`src/rtl/ccrb_pkg.sv`:
```
// Package: shared command codes and control-word bit positions for the
// comparator control register bank. Assumes a 3-bit command code.
package ccrb_pkg;
    localparam int OP_W = 3;

    typedef enum logic [OP_W-1:0] {
        OP_ACR_WR  = 3'd0,
        OP_ACR_RD  = 3'd1,
        OP_DAT_WR  = 3'd2,
        OP_DAT_RD  = 3'd3,
        OP_XFER    = 3'd4
    } ccrb_op_e;

    localparam int BIT_EN    = 2;
    localparam int BIT_LATCH = 1;
    localparam int BIT_SHDN  = 0;
endpackage

```
`src/rtl/ccrb_cmd_decode.sv`:
```
// Module: ccrb_cmd_decode
// Turns one parallel command into per-comparator write/copy strobes and a
// read request. Assumes at most one command per cycle; unknown codes are
// dropped without any strobe.
module ccrb_cmd_decode
    import ccrb_pkg::*;
#(
    parameter int NUM_CMP = 2,
    localparam int CSEL_W = (NUM_CMP > 1) ? $clog2(NUM_CMP) : 1
) (
    input  logic                 cmd_valid,
    input  logic [OP_W-1:0]      cmd_op,
    input  logic [CSEL_W-1:0]    cmd_cmp_sel,
    output logic [NUM_CMP-1:0]   acr_wr,
    output logic [NUM_CMP-1:0]   dat_wr,
    output logic [NUM_CMP-1:0]   xfer,
    output logic                 rd_req,
    output logic                 rd_is_acr
);
    logic op_acr_wr, op_dat_wr, op_xfer;

    // Classify the command code into the kinds of action it requests.
    always_comb begin
        op_acr_wr = 1'b0;
        op_dat_wr = 1'b0;
        op_xfer   = 1'b0;
        rd_req    = 1'b0;
        rd_is_acr = 1'b0;
        if (cmd_valid) begin
            case (cmd_op)
                OP_ACR_WR: op_acr_wr = 1'b1;
                OP_ACR_RD: begin rd_req = 1'b1; rd_is_acr = 1'b1; end
                OP_DAT_WR: op_dat_wr = 1'b1;
                OP_DAT_RD: rd_req = 1'b1;
                OP_XFER:   op_xfer = 1'b1;
                default:   ;
            endcase
        end
    end

    // Route the action strobes to the selected comparator only.
    for (genvar c = 0; c < NUM_CMP; c++) begin : g_sel
        logic hit;
        assign hit       = (cmd_cmp_sel == CSEL_W'(c));
        assign acr_wr[c] = op_acr_wr & hit;
        assign dat_wr[c] = op_dat_wr & hit;
        assign xfer[c]   = op_xfer & hit;
    end
endmodule

```
`src/rtl/ccrb_channel.sv`:
```
// Module: ccrb_channel
// One comparator's control word, its data words and its output shaping.
// Assumes write and copy strobes are never both high in one cycle.
// The held value tracks the raw input while latch is clear, so it captures
// the raw value at the edge that sets the latch.
module ccrb_channel
    import ccrb_pkg::*;
#(
    parameter int DATA_W   = 8,
    parameter int NUM_DREG = 4,
    localparam int RSEL_W  = (NUM_DREG > 1) ? $clog2(NUM_DREG) : 1
) (
    input  logic                              clk,
    input  logic                              rst_n,
    input  logic                              acr_wr,
    input  logic                              dat_wr,
    input  logic                              xfer,
    input  logic [RSEL_W-1:0]                 reg_sel,
    input  logic [DATA_W-1:0]                 wdata,
    input  logic                              raw,
    output logic [DATA_W-1:0]                 acr_q,
    output logic [NUM_DREG-1:0][DATA_W-1:0]   dreg_q,
    output logic                              pin_out,
    output logic                              pin_oe,
    output logic                              pd
);
    logic hold_q;
    logic en, latched;

    // Control word: direct write or copy from a data word.
    always_ff @(posedge clk) begin
        if (!rst_n)
            acr_q <= '0;
        else if (acr_wr)
            acr_q <= wdata;
        else if (xfer)
            acr_q <= dreg_q[reg_sel];
    end

    // Data words, one register per slot.
    for (genvar r = 0; r < NUM_DREG; r++) begin : g_dreg
        always_ff @(posedge clk) begin
            if (!rst_n)
                dreg_q[r] <= '0;
            else if (dat_wr && (reg_sel == RSEL_W'(r)))
                dreg_q[r] <= wdata;
        end
    end

    // Held comparator value: follows raw until the latch bit is set.
    always_ff @(posedge clk) begin
        if (!rst_n)
            hold_q <= 1'b0;
        else if (!acr_q[BIT_LATCH])
            hold_q <= raw;
    end

    assign en      = acr_q[BIT_EN];
    assign latched = acr_q[BIT_LATCH];
    assign pd      = acr_q[BIT_SHDN];

    // Pin shaping: shutdown dominates, then enable, then latch selects source.
    always_comb begin
        pin_oe  = en & ~pd;
        pin_out = pin_oe & (latched ? hold_q : raw);
    end
endmodule

```
`src/rtl/ccrb_read_mux.sv`:
```
// Module: ccrb_read_mux
// Registered read port: selects a control or data word and presents it one
// cycle after the request. Assumes the word arrays are registered upstream.
module ccrb_read_mux #(
    parameter int NUM_CMP  = 2,
    parameter int NUM_DREG = 4,
    parameter int DATA_W   = 8,
    localparam int CSEL_W  = (NUM_CMP > 1) ? $clog2(NUM_CMP) : 1,
    localparam int RSEL_W  = (NUM_DREG > 1) ? $clog2(NUM_DREG) : 1
) (
    input  logic                                           clk,
    input  logic                                           rst_n,
    input  logic                                           rd_req,
    input  logic                                           rd_is_acr,
    input  logic [CSEL_W-1:0]                              cmp_sel,
    input  logic [RSEL_W-1:0]                              reg_sel,
    input  logic [NUM_CMP-1:0][DATA_W-1:0]                 acr_all,
    input  logic [NUM_CMP-1:0][NUM_DREG-1:0][DATA_W-1:0]   dreg_all,
    output logic                                           rd_valid,
    output logic [DATA_W-1:0]                              rd_data
);
    logic [DATA_W-1:0] pick;

    // Choose the addressed word.
    always_comb begin
        if (rd_is_acr)
            pick = acr_all[cmp_sel];
        else
            pick = dreg_all[cmp_sel][reg_sel];
    end

    // Register the response; data holds between reads.
    always_ff @(posedge clk) begin
        if (!rst_n) begin
            rd_valid <= 1'b0;
            rd_data  <= '0;
        end else begin
            rd_valid <= rd_req;
            if (rd_req)
                rd_data <= pick;
        end
    end
endmodule

```
`src/rtl/ccrb_top.sv`:
```
// Module: ccrb_top
// Comparator control register bank: command decode, one channel per
// comparator, and a registered read port. Assumes a synchronous active-low
// reset and a raw comparator input already in the clock domain.
module ccrb_top
    import ccrb_pkg::*;
#(
    parameter int NUM_CMP  = 2,
    parameter int NUM_DREG = 4,
    parameter int DATA_W   = 8,
    localparam int CSEL_W  = (NUM_CMP > 1) ? $clog2(NUM_CMP) : 1,
    localparam int RSEL_W  = (NUM_DREG > 1) ? $clog2(NUM_DREG) : 1
) (
    input  logic                 clk,
    input  logic                 rst_n,
    input  logic                 cmd_valid,
    input  logic [OP_W-1:0]      cmd_op,
    input  logic [CSEL_W-1:0]    cmd_cmp_sel,
    input  logic [RSEL_W-1:0]    cmd_reg_sel,
    input  logic [DATA_W-1:0]    cmd_wdata,
    input  logic [NUM_CMP-1:0]   cmp_raw,
    output logic                 rd_valid,
    output logic [DATA_W-1:0]    rd_data,
    output logic [NUM_CMP-1:0]   cmp_out,
    output logic [NUM_CMP-1:0]   cmp_oe,
    output logic [NUM_CMP-1:0]   pwr_down
);
    logic [NUM_CMP-1:0]                              acr_wr, dat_wr, xfer;
    logic                                            rd_req, rd_is_acr;
    logic [NUM_CMP-1:0][DATA_W-1:0]                  acr_bus;
    logic [NUM_CMP-1:0][NUM_DREG-1:0][DATA_W-1:0]    dreg_bus;

    ccrb_cmd_decode #(.NUM_CMP(NUM_CMP)) dec_i (
        .cmd_valid   (cmd_valid),
        .cmd_op      (cmd_op),
        .cmd_cmp_sel (cmd_cmp_sel),
        .acr_wr      (acr_wr),
        .dat_wr      (dat_wr),
        .xfer        (xfer),
        .rd_req      (rd_req),
        .rd_is_acr   (rd_is_acr)
    );

    for (genvar c = 0; c < NUM_CMP; c++) begin : g_ch
        ccrb_channel #(.DATA_W(DATA_W), .NUM_DREG(NUM_DREG)) ch_i (
            .clk     (clk),
            .rst_n   (rst_n),
            .acr_wr  (acr_wr[c]),
            .dat_wr  (dat_wr[c]),
            .xfer    (xfer[c]),
            .reg_sel (cmd_reg_sel),
            .wdata   (cmd_wdata),
            .raw     (cmp_raw[c]),
            .acr_q   (acr_bus[c]),
            .dreg_q  (dreg_bus[c]),
            .pin_out (cmp_out[c]),
            .pin_oe  (cmp_oe[c]),
            .pd      (pwr_down[c])
        );
    end

    ccrb_read_mux #(.NUM_CMP(NUM_CMP), .NUM_DREG(NUM_DREG), .DATA_W(DATA_W)) rd_i (
        .clk       (clk),
        .rst_n     (rst_n),
        .rd_req    (rd_req),
        .rd_is_acr (rd_is_acr),
        .cmp_sel   (cmd_cmp_sel),
        .reg_sel   (cmd_reg_sel),
        .acr_all   (acr_bus),
        .dreg_all  (dreg_bus),
        .rd_valid  (rd_valid),
        .rd_data   (rd_data)
    );
endmodule

```
`config.mk`:
```
export PLATFORM = sky130hd
export DESIGN_NAME = ccrb_top
export DESIGN_NICKNAME = d
export VERILOG_FILES = /design/src/rtl/ccrb_pkg.sv /design/src/rtl/ccrb_cmd_decode.sv /design/src/rtl/ccrb_channel.sv /design/src/rtl/ccrb_read_mux.sv /design/src/rtl/ccrb_top.sv
export SDC_FILE = /design/constraint.sdc
export NUM_CORES = 1
export LEC_CHECK = 0
export ABC_AREA = 0
export BUFFER_PORTS_ARGS = -buffer_cell sky130_fd_sc_hd__clkbuf_2
export CAP_MARGIN = 30
export CORE_UTILIZATION = 40
export DETAILED_ROUTE_END_ITERATION = 8
export SYNTH_ARGS = -nofsm -noshare
export SYNTH_HDL_FRONTEND = slang
export SYNTH_SLANG_ARGS = --single-unit
```
`constraint.sdc`:
```
create_clock -name clk -period 2.99 [get_ports clk]
set_input_delay 0 -clock clk [delete_from_list [all_inputs] [get_ports clk]]
set_output_delay 0 -clock clk [all_outputs]
set_load 0.02 [all_outputs]
```
==> results of run 1 <==
## cell type report
| class | count | area, µm² |
|---|---|---|
| Multi-Input combinational cell | 301 | 2600 |
| Fill cell | 1097 | 6210 |
| Clock inverter | 5 | 100 |
| Sequential cell | 91 | 1820 |
| Tap cell | 143 | 179 |
| Clock buffer | 11 | 243 |
| Timing Repair Buffer | 45 | 260 |
## synthesized netlist by cell type (all sizes together)
cell type  instances  area [µm²]
nor3b              1        7.51
mux4              24         541
nor2               1        3.75
dfxtp             91        1820
buf               33         204
nand2b            12        75.1
o21ai             32         160
o22ai              8        50.1
clkbuf            14        52.6
mux2               8        90.1
a211oi             8        60.1
or4                3        22.5
and3               1        6.26
nor3               5        70.1
nand2             25        93.8
nor2b             71         444
a21boi             1        7.51
nand3b             1        20.0
a31oi             16         100
or2                1        6.26
nor4               1        21.3
mux2i             82         821
## power by group
part / total (W) / switching [W] / internal (W) / leakage [nW]
Combinational: 0.000190 / 0.000115 / 0.0000749 / 1.04
Sequential: 0.00123 / 0.00000789 / 0.00123 / 0.735
Clock: 0.00131 / 0.000471 / 0.000837 / 0.169
Total: 0.00273 / 0.000594 / 0.00214 / 1.94
## final timing paths
| kind | slack [ns] | from | to |
|---|---|---|---|
| max reg2reg | 1.49 | g_ch[1].ch_i.dreg_q[26] | rd_i.rd_data[2] |
| min | 0.06 | cmd_wdata[1] | g_ch[0].ch_i.dreg_q[9] |
| min reg2reg | 0.45 | rd_i.rd_data[7] | rd_i.rd_data[7] |
| max | 1.31 | cmd_op[2] | g_ch[0].ch_i.dreg_q[4] |
## through the flow
| step | instance area [µm²] | hold WS (ns) | util (%) | std cells | worst slack [ns] |
|---|---|---|---|---|---|
| after global placement | 4840 | 0.279 | 42.4 | 578 | 0.994 |
| final | 5200 | 0.0621 | 45.6 | 596 | 1.31 |
| after global routing | 5200 | 0.0854 | 45.6 | 596 | 1.23 |
| after floorplan | 4680 | 0.186 | - | 439 | 1.61 |
| after detailed placement | 4840 | 0.296 | 42.4 | 578 | 0.988 |
| after CTS | 5200 | 0.0547 | 45.6 | 596 | 1.34 |
## state kept, by name, indices dropped and copies added (netlist names)
register / cells
g_ch.ch_i.acr_q: 16
g_ch.ch_i.dreg_q: 64
g_ch.ch_i.hold_q: 2
rd_i.rd_data: 8
rd_i.rd_valid: 1
## routing by layer
metal  vias up  wire length (µm)
met5         -                 0
met2        89              4810
met3        22               483
met1      1570              5390
met4         0               309
li1       1587                 -
## worst reg2reg max path, stage by stage (launching register included)
cell and delay (ns):
dfxtp_1 0.32, mux4_2 0.46, a211oi_1 0.45, o21ai_0 0.13
## cells by family (layout without fill, tap and decap cells)
family | count (synthesis) | in the layout
buffers and inverters | 47 | 61
muxes | 114 | 114
and+or+nand+nor | 122 | 122
DFF | 91 | 91
AOI/OAI and AO/OA | 65 | 65
==> metrics.txt, run 1 <==
Final period util a little under three fifths; DRT Pass-1 Iters 4; antenna diode count 0; max_slew headroom between 40% and 50%; drt via density about 5.5; cell area power density 525 nW/µm²; Layout Nets 467; met1 Use GR 27.3%; Post-Synth XOR/XNOR Area 0%; Chip Height 110 µm; Power, Total 0.00273 W; final setup fails 0; sequential area share after synthesis 38.9%; residual DRC count 0; Overflow after GRT 0; DRT iter0 DRCs roughly 250; grt met3 use 3.88%; crit-path max FO 27; fin crit period 1.68 ns; most common cell after layout, fill and taps aside dfxtp_1; CP top delay family simple AND/OR/NAND/NOR gates; Setup Fix Bufs, Post-CTS 0; Resize count post-CTS 0; r2r worst-path depth 3; Highest Clock Rate 0.597 GHz; critical path depth 5; most frequent cells in the layout 91 x dfxtp_1, 82 x mux2i_1, 71 x nor2b_1; CTS tree done; simple-gate share of the synthesized area 16.5%; fin. max-slew vios 0; RSZ-0062 raised after global routing false; clock buffer depth 2; cts hold-fix bufs 2; CP peak stage delay roughly 0.86 ns; crit-path cells clkbuf_2 > nand3b_4 > or4_1 > mux2i_1 > nor2b_1; synthesized area 4680 µm²; Total GRT Usage 19.6%; Leak Pwr a little under 2 nW; Initial Util 41.0%; Seq cells post-synth 91; die width between 100 and 150 µm; Final GP Congestion 0.763; clock buffer count from CTS 9; post-synth cell types 25; area grow syn2layout 11.2%; DRT Wirelength between 10 and 15 mm; Rows 39; crit path DAT 1.91 ns; Most Used Layer, Global Route met2; CTS Sinks 91; startpoint types input port; Syn Area/Cell 10.7 µm²; vias post-DR 3268; crit end category register; CTS Root Cell clkbuf_16; compound-cell area share of the yosys netlist 8.08%; vias in the first global route 3158; status finished clean; post-DP HPWL 7.48 mm; Die Area 12100 µm²; Hold Path Class input port to register; Sum Neg Setup Slack 0 ns; io pins 34; Buf/Inv on CP 1; Worst Skew 0.00637 ns; Crit path required time 3.23 ns; Fin. Hold Viols 0; Reg clk slew, reported paths ~0.060 ns; max-cap viol count 0; CTS H-tree depth 3; clk_lat worst skew about 0.35 ns; slowest CP cell or4_1; WS Path Type input port to register; largest net degree at the start of global routing 44; layout cell share with drive strength beyond 1 approximately a fifth; post-synthesis mux area share a little under a third; VDD IR-drop max 302 µV; Syn Inst Count 439; Slew @ Worst Pin 0.862 ns; final antenna-violating net count 0; first-pass GRT wire length 17.5 mm; IO Port Bufs 33; Adder-Cell Fraction of Synth Area 0%; DR WL/cell 18.4 µm; worst hold stages 3; GR met2 Demand/Resource approximately 29%; Syn Nets 458; synth warn 0; Core Area 11400 µm²; initial antenna violation count 0; largest family of logic cells by synthesized area multiplexers
(Power assumes the default switching activity.)
==> run 2: changes to the inputs <==
==> constraint.sdc (replaced) <==
create_clock -name clk -period 1.6 [get_ports clk]
set_input_delay 0 -clock clk [delete_from_list [all_inputs] [get_ports clk]]
set_output_delay 0 -clock clk [all_outputs]
set_load 0.02 [all_outputs]
==> metrics.txt, run 2 (synthesis results as in run 1) <==
DRT Pass-1 Iters 4 (unchanged); Worst Hold Endpoint g_ch[1].ch_i.acr_q[1]; RSZ-0062 raised after global routing false; most common cell after layout, fill and taps aside dfxtp_1; DRT iter0 DRCs 169 (-33%); CTS Sinks 91 (unchanged); IO Port Bufs 33 (unchanged); io pins 34 (unchanged); Int Power 0.00369 W (+73%); initial antenna violation count 0 (unchanged); Crit path required time 1.82 ns (-1.41 ns); fin. max-slew vios 0 (unchanged); Layout Nets 494 (+5.8%); Slew @ Worst Pin 0.672 ns (-0.190 ns); Rows 39 (unchanged); Finished Layout Cells 621 (+4.2%); Crit Reg-Reg Endpoint rd_i.rd_data[2]; fin area 5370 µm² (+3.2%); largest net degree at the start of global routing 83 (+89%); Worst Skew 0.00613 ns (-0.000243 ns); combinational power share 8.1% (+1.1 points); Most Used Layer, Global Route met2; FF-to-FF setup slack 0.12 ns (-1.37 ns); startpoint types register; max_slew headroom 55.2% (+13 points); Die Area 12100 µm² (unchanged); sw power 0.00109 W (+83%); grt met3 use 3.41% (-0.47 points); Hold Path Class input port to register; status finished clean; Leak Pwr 2.05 nW (+5.5%); cell area power density 889 nW/µm² (+69%); CTS Root Cell clkbuf_16; WS Path Type register to register; biggest regs g_ch.ch_i.dreg_q: 64 flops, g_ch.ch_i.acr_q: 16 flops, rd_i.rd_data: 8 flops; DRT Wirelength 11.0 mm (-0.14%); Hold Startpoint cmd_wdata[1]; crit path DAT 1.70 ns (-0.21 ns); CTS H-tree depth 3 (unchanged); CTS tree done; Initial Util 41.0% (unchanged); Fin. Hold Viols 0 (unchanged); DR WL/cell 17.7 µm (-4.2%); Final WS setup 0.122 ns (-1.19 ns); Chip Height 110 µm (unchanged); Final GP Congestion 0.820 (+7.5%); crit-path cells mux4_2 > a211oi_1 > o21ai_0; clock buffer depth 2 (unchanged); vias in the first global route 3067 (-2.9%); crit-path max FO 3 (-89%); final setup fails 0 (unchanged); slowest CP cell mux4_2; residual DRC count 0 (unchanged); Cell Area, Placed 5070 µm² (+4.7%); hold_ws 0.0601 ns (-0.00199 ns); Reg clk slew, reported paths 0.06 ns (about the same); Total GRT Usage 19.3% (-0.33 points); Overflow after GRT 0 (unchanged); crit end category register; area grow syn2layout 14.8%; placed cells 605 (+4.7%); worst hold stages 3 (unchanged); GR met2 Demand/Resource 29.2% (+0.045 points); Final period util 92.4%; max-cap viol count 0 (unchanged); VDD IR-drop max 537 µV (+78%); Top reg by flops g_ch.ch_i.dreg_q; antenna diode count 0 (unchanged); r2r worst-path depth 3 (unchanged); met1 Use GR 26.8% (-0.46 points); Power, Total 0.00478 W (+75%); clock network power share 43.6% (-4.3 points); Core Area 11400 µm² (unchanged); first-pass GRT wire length 17.0 mm (-2.7%); Resize count post-CTS 0 (unchanged); fin crit period 1.48 ns; layout cell share with drive strength beyond 1 25.3% (+4.1 points); Highest Clock Rate 0.676 GHz; Sw Share 22.8% (+1.0 points); Largest register FFs 64 (unchanged); CP peak stage delay 0.47 ns (-0.39 ns); most frequent cells in the layout 91 x dfxtp_1, 82 x mux2i_1, 71 x nor2b_1; post-DP HPWL 7.82 mm (+4.6%); drt via density 5.39 (-1.6%); vias post-DR 3349 (+2.5%); die width 110 µm (unchanged); Sequential Power Share 48.3% (+3.2 points); clk_lat worst skew 0.34 ns (about the same); clock buffer count from CTS 9 (unchanged); RR Startpoint g_ch[1].ch_i.dreg_q[26]; final antenna-violating net count 0 (unchanged); Place WS -0.0393 ns (-1.03 ns)
-- run 2: changes by cell type in the layout (fill, tap and decap cells not counted), sizes merged --
| cell | before | now |
|---|---|---|
| buf | 10 | 37 |
| bufinv | 3 | 1 |
-- run 2: worst max path at each step --
| stage | startpoint | end | slack, ns | depth (start not counted) |
|---|---|---|---|---|
| floorplan | cmd_reg_sel[1] | g_ch[0].ch_i.dreg_q[0] | 0.22 | 7 |
| global placement | cmd_reg_sel[1] | rd_i.rd_data[0] | -0.03 | 5 |
| detailed placement | cmd_reg_sel[1] | rd_i.rd_data[0] | -0.04 | 5 |
| CTS | g_ch[1].ch_i.dreg_q[24] | rd_i.rd_data[0] | 0.15 | 3 |
| global route | g_ch[1].ch_i.dreg_q[24] | rd_i.rd_data[0] | 0.06 | 3 |
| finish | g_ch[1].ch_i.dreg_q[26] | rd_i.rd_data[2] | 0.12 | 3 |
-- run 2: metrics by stage --
step | setup TNS (ns) | utilization, %
CTS | 0 | 47.0
finish | 0 | 47.0
global placement | -0.0498 | 44.4
global route | 0 | 47.0
floorplan | 0 | -
detailed placement | -0.0536 | 44.4
-- run 2: repair_timing --
| action | 4_1_cts | 5_1_grt |
|---|---|---|
| hold endpoints to repair | 2 | 0 |
| buffers inserted | 0 | 0 |
| hold buffers | 2 | 0 |
-- run 2: critical path: cells and delay by family, from the launching register on --
| family | cells | cell delay, ns |
|---|---|---|
| compound gates | 2 | 0.55 |
| mux | 1 | 0.47 |
| flops | 1 | 0.33 |
-- run 2: final cells by class --
| class | instances | area [µm²] |
|---|---|---|
| fillers | 1084 | 6050 |
| multi-input cells | 301 | 2600 |
| flip-flops and latches | 91 | 1820 |
| repair buffers | 72 | 488 |
| clock buffers | 11 | 243 |
| well taps | 143 | 179 |
| clock inverters | 3 | 40.0 |
-- run 2: power by group through the flow --
stage	Clock, W	Sequential (W)	Combinational (W)
floorplan	0	0.00235	0.000280
global placement	0	0.00235	0.000379
detailed placement	0	0.00236	0.000384
CTS	0.00212	0.00230	0.000389
global route	0.00223	0.00231	0.000418
finish	0.00208	0.00230	0.000387
-- run 2: layer usage --
layer  routed length [µm]  part of all wire (%)
met1                 5460                    50
met2                 4810                    44
met3                  470                   4.3
met4                  233                   2.1
met5                    0                     0
==> run 3: changes to the inputs <==
--- a/config.mk
+++ b/config.mk
@@ -9,6 +9,7 @@
 export BUFFER_PORTS_ARGS = -buffer_cell sky130_fd_sc_hd__clkbuf_2
 export CAP_MARGIN = 30
 export CORE_UTILIZATION = 40
+export CTS_BUF_LIST = sky130_fd_sc_hd__clkbuf_4 sky130_fd_sc_hd__clkbuf_8
 export DETAILED_ROUTE_END_ITERATION = 8
 export SYNTH_ARGS = -nofsm -noshare
 export SYNTH_HDL_FRONTEND = slang
==> metrics.txt, run 3 (synthesis results as in run 1) <==
clock buffer count from CTS 9 (unchanged); CTS tree done; biggest regs g_ch.ch_i.dreg_q: 64 flops, g_ch.ch_i.acr_q: 16 flops, rd_i.rd_data: 8 flops; crit path DAT 1.75 ns (+0.05 ns); Final GP Congestion 0.820 (unchanged); Rows 39 (unchanged); Layout fillers 1099 (+1.4%); fin crit period 1.51 ns (+0.0276 ns); Largest register FFs 64 (unchanged); CP top delay family compound AO/OA/AOI/OAI gates; Final period util 94.1% (+1.7 points); Power, Total 0.00424 W (-11%); first-pass GRT wire length 17.0 mm (-0.24%); area grow syn2layout 12.7%; vias in the first global route 3075 (+0.26%); CTS Sinks 91 (unchanged); Top reg by flops g_ch.ch_i.dreg_q; Overflow after GRT 0 (unchanged); crit-path max FO 3 (unchanged); layout cell share with drive strength beyond 1 25.5% (+0.21 points); clk_lat worst skew 0.36 ns (+0.02 ns); final antenna-violating net count 0 (unchanged); vias post-DR 3300 (-1.5%); Total GRT Usage 19.3% (about the same); crit-path cells mux4_2 > a211oi_1 > o21ai_0; CP peak stage delay 0.47 ns (about the same); Buf/Inv on CP 0 (unchanged); DR WL/cell 17.7 µm (about the same); max-cap viol count 0 (unchanged); CTS H-tree depth 3 (unchanged); drt via density 5.31 (-1.5%); CTS Root Cell clkbuf_8; Leak Pwr 2.01 nW (-2.1%); Setup Fix Bufs, Post-CTS 0 (unchanged); initial antenna violation count 0 (unchanged); WS Path Type register to register; Core Area 11400 µm² (unchanged); crit end category register; DRT Wirelength 11.0 mm (about the same); io pins 34 (unchanged); RSZ-0062 raised after global routing false; residual DRC count 0 (unchanged); Die Area 12100 µm² (unchanged); Reg clk slew, reported paths 0.09 ns (+0.03 ns); final setup fails 0 (unchanged); Slew @ Worst Pin 0.675 ns (+0.00321 ns); Sum Neg Setup Slack 0 ns (unchanged); status finished clean; Hold Path Class input port to register; Layout Nets 494 (unchanged); largest net degree at the start of global routing 83 (unchanged); Final WS setup 0.0939 ns (-0.0276 ns); cell area power density 803 nW/µm² (-9.6%); DRT Pass-1 Iters 4 (unchanged); Fin. Hold Viols 0 (unchanged); IO Port Bufs 33 (unchanged); startpoint types register; Highest Clock Rate 0.664 GHz (-1.8%); Chip Height 110 µm (unchanged); Worst Skew 0.00932 ns (+0.00319 ns); slowest CP cell a211oi_1; DRT iter0 DRCs 159 (-5.9%); die width 110 µm (unchanged); Initial Util 41.0% (unchanged); clock buffer depth 2 (unchanged); Crit path required time 1.85 ns (+0.03 ns); VDD IR-drop max 473 µV (-12%); FF-to-FF setup slack 0.09 ns (-0.03 ns); most common cell after layout, fill and taps aside dfxtp_1; most frequent cells in the layout 91 x dfxtp_1, 82 x mux2i_1, 71 x nor2b_1; max_slew headroom 55.0% (-0.21 points); fin. max-slew vios 0 (unchanged); post-DP HPWL 7.82 mm (unchanged); antenna diode count 0 (unchanged); Place WS -0.0393 ns (unchanged)
run 3: cell count changes in the layout (fill, tap and decap cells not counted):
| cell | change |
|---|---|
| clkbuf_8 | +9 |
| clkbuf_16 | -9 |
| clkbuf_1 | -1 |
| clkbuf_4 | +1 |
run 3: area by class of cell:
class,count,area [µm²],share of cell area (%)
clock inverter,3,40.0,0.759
timing repair buffer,72,488,9.25
multi-input combinational,301,2600,49.3
sequential,91,1820,34.5
tap,143,179,3.39
clock buffer,11,145,2.75
run 3: tightest hold or removal path: cells and delay by family:
kind | cells | cell delay (ns)
compound gates | 1 | 0.07
simple gates | 1 | 0.12
buf+inv | 1 | 0.16
run 3: final timing paths:
| path | start | endpoint | cells after the start |
|---|---|---|---|
| setup reg to reg | g_ch[1].ch_i.dreg_q[24] | rd_i.rd_data[0] | 3 |
| setup / recovery | g_ch[1].ch_i.dreg_q[24] | rd_i.rd_data[0] | 3 |
| hold reg to reg | rd_i.rd_data[5] | rd_i.rd_data[5] | 2 |
| hold / removal | cmd_wdata[1] | g_ch[1].ch_i.acr_q[1] | 3 |
run 3: routing by layer:
metal,global-route usage [%],vias to the layer above,routed length [µm]
met5,0,-,0
met4,8.55,0,220
met3,3.59,13,565
met2,28.9,76,4830
met1,26.9,1575,5350
li1,-,1636,-
run 3: stage by stage:
step | area (µm²) | util, % | std cells | hold slack (ns)
2_1_floorplan | 4680 | - | 439 | 0.186
3_3_place_gp | 5070 | 44.4 | 605 | 0.284
3_5_place_dp | 5070 | 44.4 | 605 | 0.290
4_1_cts | 5270 | 46.2 | 621 | 0.0196
5_1_grt | 5270 | 46.2 | 621 | 0.0383
6_report | 5270 | 46.2 | 621 | 0.0353
run 3: what timing repair did:
item / 4_1_cts / 5_1_grt
endpoints found under the hold margin: 2 / 0
resized for setup: 0 / 0
hold buffers: 2 / 0
run 3: power breakdown:
| group | leakage [nW] | switching (W) | internal [W] | total [W] |
|---|---|---|---|---|
| sequential | 0.735 | 0.0000146 | 0.00229 | 0.00230 |
| combinational | 1.17 | 0.000219 | 0.000167 | 0.000386 |
| clock | 0.0985 | 0.000788 | 0.000761 | 0.00155 |
| total | 2.01 | 0.00102 | 0.00322 | 0.00424 |
